$ cat config.mk
export PLATFORM = sky130hd
export DESIGN_NAME = sdh_irq_unit
export DESIGN_NICKNAME = d
export VERILOG_FILES = /design/src/rtl/sdh_irq_pkg.sv /design/src/rtl/sdh_irq_status.sv /design/src/rtl/sdh_irq_regs.sv /design/src/rtl/sdh_irq_signal.sv /design/src/rtl/sdh_irq_unit.sv
export SDC_FILE = /design/constraint.sdc
export NUM_CORES = 1
export LEC_CHECK = 0
export BUFFER_PORTS_ARGS = -buffer_cell sky130_fd_sc_hd__buf_2
export CAP_MARGIN = 20
export CELL_PAD_IN_SITES_DETAIL_PLACEMENT = 0
export CELL_PAD_IN_SITES_GLOBAL_PLACEMENT = 1
export CORE_MARGIN = 10
export CORE_UTILIZATION = 34
export CTS_BUF_LIST = sky130_fd_sc_hd__clkbuf_16
export DETAILED_ROUTE_END_ITERATION = 8
export GPL_ROUTABILITY_DRIVEN = 0
export PLACE_DENSITY_LB_ADDON = 0.1
export SLEW_MARGIN = 20
export SYNTH_ARGS = -nofsm -noshare
export SYNTH_HDL_FRONTEND = slang
export SYNTH_SLANG_ARGS = --single-unit
$ cat constraint.sdc
create_clock -name clk -period 1.54 [get_ports clk]
set_clock_uncertainty 0.05 [all_clocks]
set_input_delay 0.462 -clock clk [delete_from_list [all_inputs] [get_ports clk]]
set_output_delay 0.462 -clock clk [all_outputs]
set_load 0.1 [all_outputs]
$ cat src/rtl/sdh_irq_pkg.sv
// Package: shared constants for the SD host interrupt status unit.
// Assumes: thirteen event sources at fixed bit positions; the error groups
// and the command-phase-end set are decoded by position.
package sdh_irq_pkg;

    localparam int NUM_EV = 13;

    localparam int EV_CMD_DONE = 0;
    localparam int EV_XFER_DONE = 1;
    localparam int EV_BUF_WR = 2;
    localparam int EV_BUF_RD = 3;
    localparam int EV_CARD = 4;
    localparam int EV_CMD_TOUT = 5;
    localparam int EV_CMD_CRC = 6;
    localparam int EV_CMD_END = 7;
    localparam int EV_CMD_IDX = 8;
    localparam int EV_DAT_TOUT = 9;
    localparam int EV_DAT_CRC = 10;
    localparam int EV_DAT_END = 11;
    localparam int EV_DMA = 12;

    localparam logic [NUM_EV-1:0] CMD_ERR_MASK =
        (NUM_EV'(1) << EV_CMD_TOUT) | (NUM_EV'(1) << EV_CMD_CRC) |
        (NUM_EV'(1) << EV_CMD_END) | (NUM_EV'(1) << EV_CMD_IDX);

    localparam logic [NUM_EV-1:0] DAT_ERR_MASK =
        (NUM_EV'(1) << EV_DAT_TOUT) | (NUM_EV'(1) << EV_DAT_CRC) |
        (NUM_EV'(1) << EV_DAT_END) | (NUM_EV'(1) << EV_DMA);

    localparam logic [NUM_EV-1:0] CMD_OVER_MASK =
        (NUM_EV'(1) << EV_CMD_DONE) | (NUM_EV'(1) << EV_CMD_TOUT);

    localparam int ADDR_STAT = 0;
    localparam int ADDR_CAPEN = 1;
    localparam int ADDR_SIGEN = 2;

endpackage

$ cat src/rtl/sdh_irq_status.sv
// Module: sticky status flags, one flop per event source.
// Each flag sets when its event pulses while its capture-mask bit is set,
// and clears on a write-one-to-clear. A set in the same cycle wins over a clear.
// Assumes: clr_i is already decoded from the register port.
module sdh_irq_status #(
    parameter int NUM_EV = 13
) (
    input  logic              clk,
    input  logic              rst_n,
    input  logic [NUM_EV-1:0] ev_i,
    input  logic [NUM_EV-1:0] capen_i,
    input  logic [NUM_EV-1:0] clr_i,
    output logic [NUM_EV-1:0] stat_o
);

    for (genvar k = 0; k < NUM_EV; k++) begin : g_flag
        logic set_k;
        assign set_k = ev_i[k] & capen_i[k];

        // Purpose: hold flag k, with set taking priority over clear.
        always_ff @(posedge clk) begin
            if (!rst_n) begin
                stat_o[k] <= 1'b0;
            end else if (set_k) begin
                stat_o[k] <= 1'b1;
            end else if (clr_i[k]) begin
                stat_o[k] <= 1'b0;
            end
        end


        ev_capture_chk: assert property (@(posedge clk) disable iff (!rst_n)
            (ev_i[k] && capen_i[k]) |=> stat_o[k]);


        no_spurious_set_chk: assert property (@(posedge clk) disable iff (!rst_n)
            (!stat_o[k] && !(ev_i[k] && capen_i[k])) |=> !stat_o[k]);


        w1c_clear_chk: assert property (@(posedge clk) disable iff (!rst_n)
            (clr_i[k] && !ev_i[k]) |=> !stat_o[k]);
    end

endmodule

$ cat src/rtl/sdh_irq_regs.sv
// Module: register port holding the capture and signal masks.
// Decodes write-one-to-clear strobes for the status flags and muxes read data.
// Assumes: a single-cycle write strobe and combinational reads; any
// unmapped address reads zero and ignores writes.
module sdh_irq_regs
    import sdh_irq_pkg::*;
#(
    parameter int NUM_EV = 13,
    parameter int ADDR_W = 2
) (
    input  logic              clk,
    input  logic              rst_n,
    input  logic              wr_i,
    input  logic [ADDR_W-1:0] addr_i,
    input  logic [NUM_EV-1:0] wdata_i,
    input  logic [NUM_EV-1:0] stat_i,
    output logic [NUM_EV-1:0] capen_o,
    output logic [NUM_EV-1:0] sigen_o,
    output logic [NUM_EV-1:0] clr_o,
    output logic [NUM_EV-1:0] rdata_o
);

    logic hit_stat, hit_capen, hit_sigen;

    assign hit_stat  = (addr_i == ADDR_W'(ADDR_STAT));
    assign hit_capen = (addr_i == ADDR_W'(ADDR_CAPEN));
    assign hit_sigen = (addr_i == ADDR_W'(ADDR_SIGEN));

    assign clr_o = (wr_i && hit_stat) ? wdata_i : '0;

    // Purpose: update the capture mask on a write to its address.
    always_ff @(posedge clk) begin
        if (!rst_n) begin
            capen_o <= '0;
        end else if (wr_i && hit_capen) begin
            capen_o <= wdata_i;
        end
    end

    // Purpose: update the signal mask on a write to its address.
    always_ff @(posedge clk) begin
        if (!rst_n) begin
            sigen_o <= '0;
        end else if (wr_i && hit_sigen) begin
            sigen_o <= wdata_i;
        end
    end

    // Purpose: select read data for the addressed register.
    always_comb begin
        if (hit_stat) begin
            rdata_o = stat_i;
        end else if (hit_capen) begin
            rdata_o = capen_o;
        end else if (hit_sigen) begin
            rdata_o = sigen_o;
        end else begin
            rdata_o = '0;
        end
    end


    capen_load_chk: assert property (@(posedge clk) disable iff (!rst_n)
        (wr_i && hit_capen) |=> (capen_o == $past(wdata_i)));


    unmapped_write_chk: assert property (@(posedge clk) disable iff (!rst_n)
        (wr_i && !hit_stat && !hit_capen && !hit_sigen) |=>
        ($stable(capen_o) && $stable(sigen_o)));

endmodule

$ cat src/rtl/sdh_irq_signal.sv
// Module: interrupt request and summary outputs.
// The request is a registered OR of the flags that the signal mask allows.
// The summaries are combinational ORs of fixed flag groups.
// Assumes: group membership comes from the shared package masks.
module sdh_irq_signal
    import sdh_irq_pkg::*;
#(
    parameter int NUM_EV = 13
) (
    input  logic              clk,
    input  logic              rst_n,
    input  logic [NUM_EV-1:0] stat_i,
    input  logic [NUM_EV-1:0] sigen_i,
    output logic              irq_o,
    output logic              cmd_err_o,
    output logic              data_err_o,
    output logic              cmd_over_o
);

    logic irq_d;
    assign irq_d = |(stat_i & sigen_i);

    // Purpose: register the masked interrupt request.
    always_ff @(posedge clk) begin
        if (!rst_n) begin
            irq_o <= 1'b0;
        end else begin
            irq_o <= irq_d;
        end
    end

    assign cmd_err_o  = |(stat_i & CMD_ERR_MASK[NUM_EV-1:0]);
    assign data_err_o = |(stat_i & DAT_ERR_MASK[NUM_EV-1:0]);
    assign cmd_over_o = |(stat_i & CMD_OVER_MASK[NUM_EV-1:0]);


    irq_follows_chk: assert property (@(posedge clk) disable iff (!rst_n)
        (|(stat_i & sigen_i)) |=> irq_o);


    irq_masked_chk: assert property (@(posedge clk) disable iff (!rst_n)
        (sigen_i == '0) |=> !irq_o);

endmodule

$ cat src/rtl/sdh_irq_unit.sv
// Module: top of the SD host interrupt status unit.
// Connects the register port, the sticky status flags and the signalling logic.
// Assumes: event inputs are one-cycle pulses synchronous to clk.
module sdh_irq_unit
    import sdh_irq_pkg::*;
#(
    parameter int ADDR_W = 2
) (
    input  logic              clk,
    input  logic              rst_n,
    input  logic [NUM_EV-1:0] ev_i,
    input  logic              reg_wr_i,
    input  logic [ADDR_W-1:0] reg_addr_i,
    input  logic [NUM_EV-1:0] reg_wdata_i,
    output logic [NUM_EV-1:0] reg_rdata_o,
    output logic              irq_o,
    output logic              cmd_err_o,
    output logic              data_err_o,
    output logic              cmd_over_o
);

    logic [NUM_EV-1:0] stat, capen, sigen, clr;

    sdh_irq_regs #(.NUM_EV(NUM_EV), .ADDR_W(ADDR_W)) u_regs (
        .clk     (clk),
        .rst_n   (rst_n),
        .wr_i    (reg_wr_i),
        .addr_i  (reg_addr_i),
        .wdata_i (reg_wdata_i),
        .stat_i  (stat),
        .capen_o (capen),
        .sigen_o (sigen),
        .clr_o   (clr),
        .rdata_o (reg_rdata_o)
    );

    sdh_irq_status #(.NUM_EV(NUM_EV)) u_status (
        .clk     (clk),
        .rst_n   (rst_n),
        .ev_i    (ev_i),
        .capen_i (capen),
        .clr_i   (clr),
        .stat_o  (stat)
    );

    sdh_irq_signal #(.NUM_EV(NUM_EV)) u_signal (
        .clk        (clk),
        .rst_n      (rst_n),
        .stat_i     (stat),
        .sigen_i    (sigen),
        .irq_o      (irq_o),
        .cmd_err_o  (cmd_err_o),
        .data_err_o (data_err_o),
        .cmd_over_o (cmd_over_o)
    );


    cmd_err_cause_chk: assert property (@(posedge clk) disable iff (!rst_n)
        $rose(cmd_err_o) |-> (|($past(ev_i) & $past(capen) & CMD_ERR_MASK)));


    dat_err_cause_chk: assert property (@(posedge clk) disable iff (!rst_n)
        $rose(data_err_o) |-> (|($past(ev_i) & $past(capen) & DAT_ERR_MASK)));

endmodule

## After elaboration in Yosys (flattened, before gate mapping)

Cells that the tools add are included.

- Register bits: 40
- Output and inout port bits: 17
- Logic and storage cells: 83

- Eq/ne operators: 2
- Multiplexer cells: 30
- Bitwise gates (word level): 14
- Reduce and logical (&&, ||, !) cells: 21

Operator list:

| kind | count |
|---|---|
| two-way mux 13 bit | 4 |
| two-way mux 1 bit | 26 |
| nonzero test 2 bit | 13 |
| AND 1 bit | 13 |
| AND 13 bit | 1 |
| OR reduction 13 bit | 1 |
| OR reduction 4 bit | 2 |
| logical AND 1 bit | 3 |
| equality test 2 x 1 -> 1 bit (second input constant) | 1 |
| equality test 2 bit (second input constant) | 1 |
| logical NOT 2 bit | 1 |
| OR reduction 2 bit | 1 |

## Logic depth before layout (Yosys ltp)

- Depth after elaboration: 5
- Depth in mapped cells: 5

## By module

From an unflattened synthesis, not the netlist that was laid out.

- Cell total of the unflattened synthesis: 213
- Area total of the unflattened synthesis: 2014.4 sq um

By module, submodules not included:

| module | times used | cells an instance | area an instance (sq um) |
|---|---|---|---|
| sdh_irq_regs | 1 | 147 | 1371.3 |
| sdh_irq_status | 1 | 53 | 536.8 |
| sdh_irq_signal | 1 | 13 | 106.4 |

## Least setup slack after synthesis

No wires, ideal clock.

- Path kind: input port to output port
- Start point: in reg_addr_i[1]
- End point: out reg_rdata_o[10]
- Arrival time: 3.040 ns
- Data required time: 1.028 ns
- Slack: -2.012 ns
- Stages on the path: 4
- Path buffers: 2
- Path through: buf_6 -> buf_2 -> mux2i_1 -> o21ai_0

- Longest elaborated chain between the ends: 4
- Elaborated cells between the ends (all ways): 6
- Classes of those cells: 2 x eq/ne; 3 x mux; 1 x reduce/logical

RTL lines:

| what | RTL line | RTL |
|---|---|---|
| start: declaration | sdh_irq_unit.sv:13 | `input logic [ADDR_W-1:0] reg_addr_i,` |
| equality test 2 bit | sdh_irq_regs.sv:27 | `assign hit_sigen = (addr_i == ADDR_W'(ADDR_SIGEN));` |
| two-way mux 13 bit | sdh_irq_regs.sv:55 | `end else if (hit_sigen) begin` |
| two-way mux 13 bit | sdh_irq_regs.sv:53 | `end else if (hit_capen) begin` |
| two-way mux 13 bit * | sdh_irq_regs.sv:51 | `if (hit_stat) begin` |
| end: declaration | sdh_irq_unit.sv:15 | `output logic [NUM_EV-1:0] reg_rdata_o,` |

Mark *: on every way between the ends. The rest lies on a longest branch, timed or not.

## Final worst setup path

- Start point: reg u_status.stat_o[11]
- End point: out data_err_o

- Longest elaborated chain between the ends: 1

RTL lines:

| what | RTL line | RTL |
|---|---|---|
| start: declaration | sdh_irq_status.sv:13 | `output logic [NUM_EV-1:0] stat_o` |
| start signal: indexed assignment | sdh_irq_status.sv:23 | `stat_o[k] <= 1'b0;` |
| start signal: indexed assignment | sdh_irq_status.sv:25 | `stat_o[k] <= 1'b1;` |
| start signal: indexed assignment | sdh_irq_status.sv:27 | `stat_o[k] <= 1'b0;` |
| OR reduction 4 bit | sdh_irq_signal.sv:33 | `assign data_err_o = \|(stat_i & DAT_ERR_MASK[NUM_EV-1:0]);` |
| end: declaration | sdh_irq_unit.sv:18 | `output logic data_err_o,` |

No other way between the ends.

==> flow_summary.ini <==
[setup_path]
critPathArrivalTime_ns = 1.33
crit_fanout = 2
rrSetupSlack_ns = 0.19
r2r_cells = 4
r2r_start = u_status.stat_o[12]$_SDFFE_PN0P_
crit_path_end_kind = output port
required_ns = 1.03
path_class = reg2out
crit_path_start_kind = register
crit-reg2reg-capture = u_signal.irq_o$_SDFF_PN0_

[clock_network]
cts_tree = built
htree_num_levels = 2
hold_buffers = 0
numCtsBuffers = 5
clkLatencyLatePin_ns = 0.28
clk_pin_slew_ns = 0.06
cts_root_buf = clkbuf_16
numClockSinks = 40
cts.path.max_buffers = 2

[final_layout]
layout_common_cells = nand2_1 (65), dfxtp_1 (36), a21boi_0 (29)
n_antenna_cell = 0
final_nets = 343
ff_latch_area_um2 = 806
drive_gt1_frac = 0.455
syn2layout_area_growth_pct = 68.3
final_common_cell = nand2_1
fillers = 488
multi_input_area_um2 = 1380
fin_cells = 384

[synthesis]
ys_seq_area_frac = 0.412
syn_inst = 240
synth-seq-cells = 40
synth_warnings = 0
synth_cell_type_count = 22
syn-num-nets = 271
netlist_area_um2 = 1940
synth_area_per_cell_um2 = 8.10

[timing]
min_period_ns = 1.84
period_share = 1.19
setup_viol = 16
drv_slew = 0
clock.fmax_mhz = 544
worstMarginPinSlew_ns = 0.339
fin_ws_ns = -0.298
rsz0062_at_grt = true
finalHoldViolCount = 0
slew_headroom = 0.774
tns_ns = -3.47

[placement]
hpwl_mm = 4.46
place_ws_ns = -0.366
post-place-cells = 375
numPortBuffers = 47

[worst_hold_path]
hold_path_depth = 3
min_from = ev_i[10]
worstHoldEndpoint = u_status.stat_o[10]$_SDFFE_PN0P_
hp-class = in2reg

[floorplan]
die_h_um = 95.6
coreArea_um2 = 5540
die_w_um = 95.6
start_util = 0.351
dieArea_um2 = 9140
pin_count = 48
rows = 27

[status]
violations = negative setup slack
status = complete, but fails checks

[pwr]
peakVddDrop_uv = 588
p_int_uw = 1880
p_leak_uw = 0.00138
pwr-share-clk = 0.373
power_density_nw_per_um2 = 792
swShare = 0.275
power.switching_uw = 712
seqPwrFrac = 0.424
power_frac_comb = 0.202

[global_route]
grt_max_degree = 41
first_global_vias = 1991
grt_overflow = 0
grt_pass1_wl_mm = 9.89
grtUsageTotal = 0.137
antenna_found_initial = 0

[detailed_routing]
dr_wl_met2_mm = 2.99
top_layer_used = met4
drc = 0
totalWireLength_mm = 6.07
avgRoutedWirePerCell_um = 15.8
num_vias = 1877
avgViaCountPerCell = 4.89
ant_nets = 0
dr_wl_met3_um = 250
first_pass_iters = 4
drtIter0Drc = 90
wl_met1_mm = 2.76

[job]
cap_violations = 0
routing by layer:
metal / GRT usage / up-vias
li1: - / 952
met1: 0.172 / 885
met2: 0.234 / 32
met3: 0.0299 / 8
met4: 0.0332 / 0
met5: 0 / -
metrics by stage:
stage | power (uW) | hold WS (ns) | area, um2 | utilization
2_1_floorplan | 1380 | 0.394 | 2130 | -
3_3_place_gp | 1570 | 0.420 | 2850 | 0.515
3_5_place_dp | 1570 | 0.420 | 2850 | 0.515
4_1_cts | 2590 | 0.379 | 3150 | 0.568
5_1_grt | 2700 | 0.388 | 3270 | 0.590
6_report | 2590 | 0.375 | 3270 | 0.590
repair_timing:
item | 4_1_cts | 5_1_grt
cloned | 0 | 1
endpoints found under the setup margin | 19 | 18
gates resized for setup | 44 | 27
pin swaps | 7 | 18
buffers inserted | 0 | 1
logic make-up (layout without fill, tap and decap cells):
group / Yosys count / after routing / share of synthesized area
flip-flops: 40 / 40 / 0.412
AND/OR/NAND/NOR: 89 / 90 / 0.193
AO/OA/AOI/OAI: 72 / 72 / 0.265
buffers and inverters: 26 / 97 / 0.0631
multiplexers: 13 / 13 / 0.0670
sequential cells by signal, summed over array words and instances, names as in the netlist:
| name | cells |
|---|---|
| u_signal.irq_o | 1 |
| u_regs.sigen_o | 13 |
| u_regs.capen_o | 13 |
| u_status.stat_o | 13 |
Yosys cell counts (all sizes together):
library cell	number	share of area
a21boi	39	0.15
a222oi	1	0.0052
a22oi	5	0.019
and3b	2	0.0090
buf	8	0.028
clkbuf	5	0.0097
dfxtp	40	0.41
inv	13	0.025
mux2i	13	0.067
nand2	78	0.15
nand3	2	0.0052
nand3b	2	0.0077
nor2b	1	0.0032
o21a	1	0.0039
o21ai	26	0.086
or2	1	0.0032
or3b	1	0.0058
or4	2	0.0077
worst max path at each step:
stage                                          start               to  slack, ns  cells past startpoint
detailed placement                     reg_addr_i[1]   reg_rdata_o[1]      -0.37                      5
global placement                       reg_addr_i[1]   reg_rdata_o[1]      -0.37                      5
global route         u_status.stat_o[8]$_SDFFE_PN0P_        cmd_err_o      -0.32                      2
finish              u_status.stat_o[11]$_SDFFE_PN0P_       data_err_o      -0.30                      2
CTS                 u_status.stat_o[11]$_SDFFE_PN0P_       data_err_o      -0.30                      2
floorplan                              reg_addr_i[1]  reg_rdata_o[10]      -0.43                      4
critical path, cell delays in order, from the launching register on:
cell,delay [ns]
dfxtp_2,0.32
or4_4,0.54
buf_12,0.18
power by group through the flow:
stage	clock (uW)	sequential, uW	combinational [uW]
6_report	966	1100	524
5_1_grt	1040	1100	558
4_1_cts	991	1090	508
3_5_place_dp	0	1110	461
3_3_place_gp	0	1110	460
2_1_floorplan	0	1110	270
area by class of cell:
| cell class | count | share of cell area |
|---|---|---|
| Sequential cell | 40 | 0.246 |
| Multi-Input combinational cell | 175 | 0.421 |
| Timing Repair Buffer | 77 | 0.249 |
| Inverter | 13 | 0.0149 |
| Clock buffer | 5 | 0.0383 |
| Clock inverter | 2 | 0.00268 |
| Tap cell | 72 | 0.0276 |
(Power assumes the default switching activity.)
